$ cat config.mk
export PLATFORM = sky130hd
export DESIGN_NAME = fifo_irq_ctrl
export DESIGN_NICKNAME = d
export VERILOG_FILES = /design/src/rtl/ifc_pkg.sv /design/src/rtl/ifc_ctrl.sv /design/src/rtl/ifc_datapath.sv /design/src/rtl/fifo_irq_ctrl.sv
export SDC_FILE = /design/constraint.sdc
export NUM_CORES = 1
export LEC_CHECK = 0
export ABC_AREA = 1
export BUFFER_PORTS_ARGS = -buffer_cell sky130_fd_sc_hd__buf_2
export CELL_PAD_IN_SITES_DETAIL_PLACEMENT = 0
export CELL_PAD_IN_SITES_GLOBAL_PLACEMENT = 2
export CORE_UTILIZATION = 25
export DETAILED_ROUTE_END_ITERATION = 8
export PLACE_DENSITY = 0.92
export SETUP_SLACK_MARGIN = 0.1
export SLEW_MARGIN = 10
export SYNTH_ARGS = -nofsm -noshare
export SYNTH_HDL_FRONTEND = slang
export SYNTH_HIERARCHICAL = 1
export SYNTH_SLANG_ARGS = --single-unit
$ cat constraint.sdc
create_clock -name clk -period 2.75 [get_ports clk]
set_input_delay 0.4125 -clock clk [delete_from_list [all_inputs] [get_ports clk]]
set_output_delay 0.4125 -clock clk [all_outputs]
set_load 0.05 [all_outputs]
$ cat src/rtl/ifc_pkg.sv
`timescale 1ns/1ps
package ifcPkg;
  parameter int NBITS  = 7;
  parameter int ADDR_W = 3;

  // status / mask bit positions (software decodes these)
  localparam int B_RXOVF   = 0;
  localparam int B_TXLOW   = 2;
  localparam int B_TXFULL  = 3;
  localparam int B_RXAVAIL = 4;
  localparam int B_RXFULL  = 5;
  localparam int B_TXUNDER = 6;
  localparam logic [NBITS-1:0] BIT_VALID = 7'b111_1101;

  localparam logic [ADDR_W-1:0] A_STATUS = 3'd0;
  localparam logic [ADDR_W-1:0] A_ENSET  = 3'd1;
  localparam logic [ADDR_W-1:0] A_ENCLR  = 3'd2;
  localparam logic [ADDR_W-1:0] A_MASK   = 3'd3;
  localparam logic [ADDR_W-1:0] A_TXWM   = 3'd4;
  localparam logic [ADDR_W-1:0] A_RXWM   = 3'd5;

  typedef struct packed {
    logic [NBITS-1:0] ack;
    logic [NBITS-1:0] maskSet;
    logic [NBITS-1:0] maskClr;
    logic             txWmWr;
    logic             rxWmWr;
  } strobe_t;
endpackage

$ cat src/rtl/ifc_ctrl.sv
`timescale 1ns/1ps
module ifcCtrl
  import ifcPkg::*;
(
  input  logic              wrEn,
  input  logic [ADDR_W-1:0] wrAddr,
  input  logic [NBITS-1:0]  wrBits,
  output strobe_t           stb
);
  always_comb begin
    stb = '0;
    if (wrEn) begin
      case (wrAddr)
        A_STATUS: stb.ack     = wrBits & BIT_VALID;
        A_ENSET:  stb.maskSet = wrBits & BIT_VALID;
        A_ENCLR:  stb.maskClr = wrBits & BIT_VALID;
        A_TXWM:   stb.txWmWr  = 1'b1;
        A_RXWM:   stb.rxWmWr  = 1'b1;
        default:  ;
      endcase
    end
  end
endmodule

$ cat src/rtl/ifc_datapath.sv
`timescale 1ns/1ps
module ifcDatapath
  import ifcPkg::*;
#(
  parameter int DEPTH    = 63,
  parameter int DATA_W   = 32,
  parameter int LVL_W    = 6,
  parameter int TXWM_RST = 1,
  parameter int RXWM_RST = 32
)(
  input  logic              clk,
  input  logic              rstN,
  input  strobe_t           stb,
  input  logic [LVL_W-1:0]  wmVal,
  input  logic [LVL_W-1:0]  txLevel,
  input  logic [LVL_W-1:0]  rxLevel,
  input  logic              rxPush,
  input  logic              txPop,
  input  logic [ADDR_W-1:0] rdAddr,
  output logic [DATA_W-1:0] rdData,
  output logic              irq
);
  localparam logic [LVL_W-1:0] FULL_LVL = LVL_W'(DEPTH);

  logic [NBITS-1:0] cond;
  logic [NBITS-1:0] statusQ;
  logic [NBITS-1:0] maskQ;
  logic [LVL_W-1:0] txWmQ, rxWmQ;

  always_comb begin
    cond            = '0;
    cond[B_RXOVF]   = rxPush && (rxLevel == FULL_LVL);
    cond[B_TXLOW]   = txLevel < txWmQ;
    cond[B_TXFULL]  = txLevel == FULL_LVL;
    cond[B_RXAVAIL] = rxLevel >= rxWmQ;
    cond[B_RXFULL]  = rxLevel == FULL_LVL;
    cond[B_TXUNDER] = txPop && (txLevel == '0);
  end

  for (genvar i = 0; i < NBITS; i++) begin : g_bit
    if (BIT_VALID[i]) begin : g_live
      logic bitQ;
      always_ff @(posedge clk or negedge rstN) begin
        if (!rstN) bitQ <= 1'b0;
        else       bitQ <= (bitQ | cond[i]) & ~stb.ack[i];
      end
      assign statusQ[i] = bitQ;
    end else begin : g_hole
      assign statusQ[i] = 1'b0;
    end
  end

  always_ff @(posedge clk or negedge rstN) begin
    if (!rstN) begin
      maskQ <= '0;
      txWmQ <= LVL_W'(TXWM_RST);
      rxWmQ <= LVL_W'(RXWM_RST);
    end else begin
      maskQ <= (maskQ | stb.maskSet) & ~stb.maskClr;
      if (stb.txWmWr) txWmQ <= wmVal;
      if (stb.rxWmWr) rxWmQ <= wmVal;
    end
  end

  assign irq = |(statusQ & maskQ);

  always_comb begin
    case (rdAddr)
      A_STATUS: rdData = DATA_W'(statusQ);
      A_MASK:   rdData = DATA_W'(maskQ);
      A_TXWM:   rdData = DATA_W'(txWmQ);
      A_RXWM:   rdData = DATA_W'(rxWmQ);
      default:  rdData = '0;
    endcase
  end

  assert_txlow_sets_R2: assert property (@(posedge clk) disable iff (!rstN)
    (txLevel < txWmQ && !stb.ack[B_TXLOW]) |=> statusQ[B_TXLOW]);

  assert_underflow_sticky_R6: assert property (@(posedge clk) disable iff (!rstN)
    (statusQ[B_TXUNDER] && !stb.ack[B_TXUNDER]) |=> statusQ[B_TXUNDER]);

  assert_ack_clears_R7: assert property (@(posedge clk) disable iff (!rstN)
    (stb.ack[B_RXOVF] && !(rxPush && rxLevel == FULL_LVL)) |=> !statusQ[B_RXOVF]);

  assert_mask_set_R8: assert property (@(posedge clk) disable iff (!rstN)
    (|stb.maskSet) |=> ((maskQ & $past(stb.maskSet)) == $past(stb.maskSet)));

  assert_mask_clr_R8: assert property (@(posedge clk) disable iff (!rstN)
    (|stb.maskClr) |=> ((maskQ & $past(stb.maskClr)) == '0));
endmodule

$ cat src/rtl/fifo_irq_ctrl.sv
`timescale 1ns/1ps
module fifo_irq_ctrl
  import ifcPkg::*;
#(
  parameter int DEPTH    = 63,
  parameter int DATA_W   = 32,
  parameter int TXWM_RST = 1,
  parameter int RXWM_RST = 32,
  localparam int LVL_W   = $clog2(DEPTH + 1)
)(
  input  logic              clk,
  input  logic              rstN,
  input  logic              wrEn,
  input  logic [ADDR_W-1:0] wrAddr,
  input  logic [DATA_W-1:0] wrData,
  input  logic [ADDR_W-1:0] rdAddr,
  output logic [DATA_W-1:0] rdData,
  input  logic [LVL_W-1:0]  txLevel,
  input  logic [LVL_W-1:0]  rxLevel,
  input  logic              rxPush,
  input  logic              txPop,
  output logic              irq
);
  strobe_t stb;

  ifcCtrl u_ctrl (
    .wrEn   (wrEn),
    .wrAddr (wrAddr),
    .wrBits (wrData[NBITS-1:0]),
    .stb    (stb)
  );

  ifcDatapath #(
    .DEPTH(DEPTH), .DATA_W(DATA_W), .LVL_W(LVL_W),
    .TXWM_RST(TXWM_RST), .RXWM_RST(RXWM_RST)
  ) u_dp (
    .clk     (clk),
    .rstN    (rstN),
    .stb     (stb),
    .wmVal   (wrData[LVL_W-1:0]),
    .txLevel (txLevel),
    .rxLevel (rxLevel),
    .rxPush  (rxPush),
    .txPop   (txPop),
    .rdAddr  (rdAddr),
    .rdData  (rdData),
    .irq     (irq)
  );
endmodule

Word-level counts from Yosys, hierarchy flattened --
Index checks and enable logic that the tools add are counted.
Word-level totals: bits in registers 25, latch bits 0, memory bits (writable) 0, ROM bits 0, input port bits 55, output and inout bits 33, logic and storage cells 55, memories 0
Operators by class: add/subtract/negate cells 0, $mul 0, divide/modulo/power cells 0, order comparisons 2, equal/unequal tests 9, shift-type cells 0, muxes and demuxes 7, bitwise gates (word level) 22, reduce and logical (&&, ||, !) cells 6
Operators with widths (number):
- $pmux 7 s4 | 1
- $mux 23 | 1
- $mux 7 | 3
- $and 7x7->7 | 2
- $eq 3x3->1 const B | 4
- $eq 6x6->1 const B | 2
- $not 7->7 | 1
- $or 7x7->7 | 1
- $reduce_or 7->1 | 1
- $and 1x1->1 | 6
- $eq 3x2->1 const B | 2
- $ge 6x6->1 | 1
- $logic_not 3->1 | 2
- $logic_not 6->1 | 1
- $lt 6x6->1 | 1
- $not 1->1 | 6
- $or 1x1->1 | 6
- $eq 3x1->1 const B | 1
- $logic_and 1x1->1 | 2
- $mux 1 | 2

Logic depth before layout (Yosys ltp) --
Gate-level depths: netlist (run 1).
word-level depth 5, gate-level depth with buffers 7, gate-level depth less buffers 7

By module --
The synthesis (run 1) kept the hierarchy.
By module, submodules not included:
- ifcDatapath | instances 1, cells an instance 219, area each 1646.6 sq um
- ifcCtrl | instances 1, cells an instance 38, area each 171.4 sq um

Worst setup path before layout (run 1) --
Ideal clock, no wire load.
kind input to output, start input port rdAddr[1], end output port rdData[1], data arrival time 1495 ps, data required time 2338 ps, setup slack 843 ps, stages on the path 2, buffers on the path 0, cells stage by stage nand3b_1 > o221ai_1
Between the ends: word-level cells in the longest chain between the ends 2, elaborated cells on any way between the ends 5, those cells by class 3 x eq/ne; 1 x mux; 1 x reduce/logical
RTL lines:
- start: declaration | RTL line fifo_irq_ctrl.sv:16 | input logic [ADDR_W-1:0] rdAddr,
- $eq 3x3->1, or another cell as far along | RTL line ifc_datapath.sv:68 | case (rdAddr)
- $pmux 7 s4 * | RTL line ifc_datapath.sv:68
- end: declaration | RTL line fifo_irq_ctrl.sv:17 | output logic [DATA_W-1:0] rdData,
Mark *: on every way between the ends. The rest lies on a longest branch, timed or not.

Final worst setup path (run 1) --
start input port rdAddr[1], end output port rdData[3]
Same word-level chain as after synthesis.

==> flow_summary.yaml, run 1 <==
run_status:
  status: "finished, final reports clean"
logic_synthesis:
  syn_avg_cell_area_um2: 7.072
  yosysWarnings: 6
  synthCells: 256
  syn_area_mm2: 0.001810
global_routing:
  antenna_found_initial: 0
  grt_pass1_vias: 1511
  grt_pass1_wl_mm: 7.134
  grt_max_degree: 26
  track_usage_pct: 12.29
  grt_overflow: 0
drt:
  avgViaCountPerCell: 4.120
  finalWirelength_mm: 4.309
  antenna_left: 0
  wl_per_cell_um: 11.02
  drt_iter0_drc: 96
  vias: 1611
  first_pass_iters: 4
  drc: 0
finish:
  diodes: 0
  design_area_mm2: 0.002058
  most-common-layout-cells: "nand2_1 (45), nor2_1 (41), buf_2 (37)"
  drive_above_1_share_pct: 21.69
  fillCellCount: 827
  nets: 362
  final_common_cell: "nand2_1"
  area_delta_synth_final_pct: 13.68
setup_path:
  rr_startpoint: "u_dp/rxWmQ[5]"
  worst_path_largest_cell_delay_ns: 0.32
  critPathRequiredTime_ns: 2.34
  path_cells: "buf_2, nand3b_1, o22ai_1, inv_1, nand2_1, buf_2"
  cp_max_fo: 6
  cpMostUsedCell: "buf_2"
  endpoint_kind: "output port"
  criticalPathCategory: "in2out"
  start_kind: "primary input"
  critPathSlowestCell: "nand3b_1"
  cp.arrival_ns: 1.47
  reg2reg_slack_ns: 1.48
  timing.rr.end: "u_dp/g_bit[4].g_live.bitQ"
  reg2reg_depth: 6
power_and_ir_drop:
  powerDensity_mw_per_mm2: 559.0
  peakVddDrop_mv: 0.2363
  p_leak_uw: 0.001092
placement:
  place_hpwl_mm: 3.533
  gp_congestion: 0.7888
  port-buffer-count: 37
  placed_area_mm2: 0.002012
floorplanning:
  io_pins: 88
  fp-row-count: 30
  die_area_mm2: 0.007586
  initial_core_util_pct: 26.21
  fp.dieH_um: 87.10
  coreArea_mm2: 0.006907
  die_w_um: 87.10
sta:
  worstMarginPinSlew_ns: 0.5844
  max_freq_ghz: 0.5306
  holdWs_ns: 0.1297
  setup_violations: 0
  period_share_pct: 68.53
  hold_violations: 0
  finalClockSkew_ns: 0.006266
  maxSlewHeadroom_pct: 61.04
  rsz0062_at_grt: "false"
  slew_violations: 0
  layout_min_cycle_time_ns: 1.885
  fin_tns_setup_ns: 0
run:
  maxCapViolations: 0
min_path:
  hold_class: "in2async"
clock_network:
  cts_setup_buffers: 0
  cts.clk_slew.worst_paths_ns: 0.09
  cts_buffers: 3
  cts_hold_buf: 0
  clk_latency_ns: 0.27
  cts_buffer_depth: 2
  cts_htree_levels: 1
  root_buffer: "clkbuf_8"
  cts_tree: "done"
  clock-sinks: 25
  cts_resized: 0
-- critical path: cells and delay by family --
kind	cells	cell delay [ns]
and+or+nand+nor	2	0.40
AOI/OAI and AO/OA	1	0.21
buffers and inverters	3	0.45
-- metal layers --
| metal | vias up | track usage (%) | routed length [um] |
|---|---|---|---|
| li1 | 823 | - | - |
| met1 | 736 | 17.07 | 2106 |
| met2 | 50 | 19.69 | 1968 |
| met3 | 2 | 2.938 | 220 |
| met4 | 0 | 2.086 | 14 |
| met5 | - | 0 | 0 |
-- flip-flops by register name, summed over array words and instances, names as in the netlist --
name                    count
u_dp/maskQ                  7
u_dp/txWmQ                  6
u_dp/g_bit.g_live.bitQ      6
u_dp/rxWmQ                  6
-- metrics by stage --
step / setup slack (ns) / utilization (%) / power (uW) / cells
after floorplan: 0.8430 / - / 849.7 / 281
after global placement: 0.8863 / 29.13 / 928.7 / 387
after detailed placement: 0.8813 / 29.13 / 939.3 / 387
after CTS: 0.8793 / 29.80 / 1167 / 391
after global routing: 0.7615 / 29.80 / 1241 / 391
final: 0.8653 / 29.80 / 1151 / 391
-- power by group --
part / switching, uW / internal [uW]
combinational: 325 / 124
clock: 119 / 101
sequential: 36.0 / 444
-- how the worst max path moves through the flow --
stage | endpoint | slack, ns | start
after floorplan | rdData[1] | 0.84 | rdAddr[1]
final | rdData[3] | 0.87 | rdAddr[1]
after CTS | rdData[3] | 0.88 | rdAddr[1]
after global routing | rdData[5] | 0.76 | rdAddr[1]
after detailed placement | rdData[3] | 0.88 | rdAddr[1]
after global placement | rdData[5] | 0.89 | rdAddr[2]
-- area by class of cell --
cell class / count / area (um^2) / area share (%)
Timing Repair Buffer: 39 / 200.2 / 9.726
Tap cell: 96 / 120.1 / 5.836
Inverter: 49 / 183.9 / 8.936
Clock inverter: 1 / 5.005 / 0.2432
Sequential cell: 25 / 628.1 / 30.52
Multi-Input combinational cell: 178 / 879.6 / 42.74
Clock buffer: 3 / 41.29 / 2.006
No activity file was read; power rests on OpenSTA's default activity.
==> run 2, diff against run 1 <==
ABC_AREA = 0   (was 1)
PLACE_DENSITY = 0.87   (was 0.92)
clock period = 1.9 ns   (was 2.75 ns; I/O delays follow)
==> run 2 against run 1 <==
Effect of this change: the run now ends with negative hold slack left; hold slack worse by 0.13 ns; via count decreased by 12%; total power increased by 43%; critical path depth shrank 3; first-iteration DRC count down 7.3%; flip-flop and latch count is the same; worst setup slack lost 0.65 ns; register-to-register slack worse by 0.97 ns; synthesized area down 1.1%; critical endpoint is now rdData[0]; largest cell class unchanged; largest power group unchanged.
==> flow_summary.yaml, run 2 <==
finish:
  area_delta_synth_final_pct: 13.49
  final_common_cell: "buf_2"
  largest_register_ffs: 7
  drive_above_1_share_pct: 22.18
  largest_register: "u_dp/maskQ"
  nets: 306
  diodes: 0
  most-common-layout-cells: "buf_2 (37), conb_1 (27), dfrtp_1 (23)"
min_path:
  hold_class: "in2async"
sta:
  fin_tns_setup_ns: 0
  finalClockSkew_ns: 0.006501
  hold_violations: 4
  setup_violations: 0
  holdWs_ns: -0.001283
  max_freq_ghz: 0.5930
  rsz0062_at_grt: "false"
  period_share_pct: 88.76
  layout_min_cycle_time_ns: 1.686
  maxSlewHeadroom_pct: 62.17
  worstMarginPinSlew_ns: 0.5674
  slew_violations: 0
run_status:
  violations: "negative hold slack"
  status: "finished with violations"
floorplanning:
  coreArea_mm2: 0.006869
  io_pins: 88
  initial_core_util_pct: 26.07
  die_area_mm2: 0.007504
  fp.dieH_um: 86.63
  fp-row-count: 30
  die_w_um: 86.63
setup_path:
  start_kind: "flip-flop"
  criticalPathCategory: "reg2out"
  endpoint_kind: "output port"
  cp_max_fo: 3
  critPathRequiredTime_ns: 1.62
  cp.arrival_ns: 1.40
  reg2reg_depth: 5
power_and_ir_drop:
  intPower_uw: 972.7
  swShare_pct: 40.81
  comb_power_share_pct: 36.2
  p_clk_share_pct: 19.7
  pwr-share-seq_pct: 44.2
  peakVddDrop_mv: 0.3472
  powerDensity_mw_per_mm2: 808.8
  p_leak_uw: 0.001002
  p_sw_uw: 670.7
drt:
  finalWirelength_mm: 4.231
  vias: 1425
  avgViaCountPerCell: 4.254
  wl_per_cell_um: 12.63
  drt_iter0_drc: 89
  drc: 0
  first_pass_iters: 4
  antenna_left: 0
run:
  maxCapViolations: 0
global_routing:
  grt_pass1_vias: 1356
  antenna_found_initial: 0
  grt_pass1_wl_mm: 6.810
  track_usage_pct: 11.74
  grt_max_degree: 26
  grt_overflow: 0
clock_network:
  cts_resized: 0
  cts_hold_buf: 0
  clk_latency_ns: 0.27
  cts.clk_slew.worst_paths_ns: 0.09
  clock-sinks: 25
  cts_buffer_depth: 2
  cts_htree_levels: 1
  cts_tree: "done"
  root_buffer: "clkbuf_8"
  cts_setup_buffers: 0
  cts_buffers: 3
logic_synthesis:
  syn_area_mm2: 0.001790
  synthCells: 201
  syn_avg_cell_area_um2: 8.908
  yosysWarnings: 6
placement:
  port-buffer-count: 37
  gp_congestion: 0.8145
  place_hpwl_mm: 3.488
run 2: final timing paths:
kind	from	slack, ns	end
setup reg to reg	u_dp/rxWmQ[5]	0.51	u_dp/g_bit[4].g_live.bitQ
hold reg to reg	u_dp/rxWmQ[5]	0.53	u_dp/rxWmQ[5]
hold / removal	rstN	-0.001	u_dp/rxWmQ[0]
min in group clk	wrData[1]	0.23	u_dp/rxWmQ[1]
setup / recovery	u_dp/txWmQ[0]	0.21	rdData[0]
max in group asynchronous	rstN	1.53	u_dp/g_bit[2].g_live.bitQ
run 2: worst max-delay path, cell delays in order (launching register included):
cell and delay (ns):
dfstp_2 0.58, mux2i_1 0.08, o22ai_1 0.17, buf_2 0.30
run 2: final cells by class:
class | instances | area (um^2)
Fill cell | 739 | 4837
Multi-Input combinational cell | 155 | 967.2
Sequential cell | 25 | 628.1
Timing Repair Buffer | 41 | 215.2
Tap cell | 96 | 120.1
Inverter | 14 | 52.55
Clock buffer | 3 | 41.29
Clock inverter | 1 | 7.507
run 2: through the flow:
step	setup slack [ns]	cell area (um^2)	total power [uW]	std cells	util, %
after global routing	0.1247	2032	1760	335	29.58
after detailed placement	0.3304	1983	1329	331	28.87
final	0.2135	2032	1643	335	29.58
after global placement	0.3590	1983	1314	331	28.87
after CTS	0.2199	2032	1653	335	29.58
after floorplan	0.1022	1884	1194	226	-
run 2: power groups by stage:
| stage | Combinational, uW | Sequential (uW) | Clock, uW |
|---|---|---|---|
| 2_1_floorplan | 493 | 701 | 0 |
| 3_3_place_gp | 584 | 730 | 0 |
| 3_5_place_dp | 594 | 735 | 0 |
| 4_1_cts | 597 | 724 | 332 |
| 5_1_grt | 657 | 740 | 362 |
| 6_report | 594 | 726 | 323 |
run 2: per-layer routing:
layer / vias up / wire length, um / global-route usage [%]
met2: 56 / 1676 / 16.59
met5: - / 0 / 0
met4: 0 / 15 / 2.273
met1: 653 / 2236 / 18.38
met3: 2 / 302 / 2.190
li1: 714 / - / -
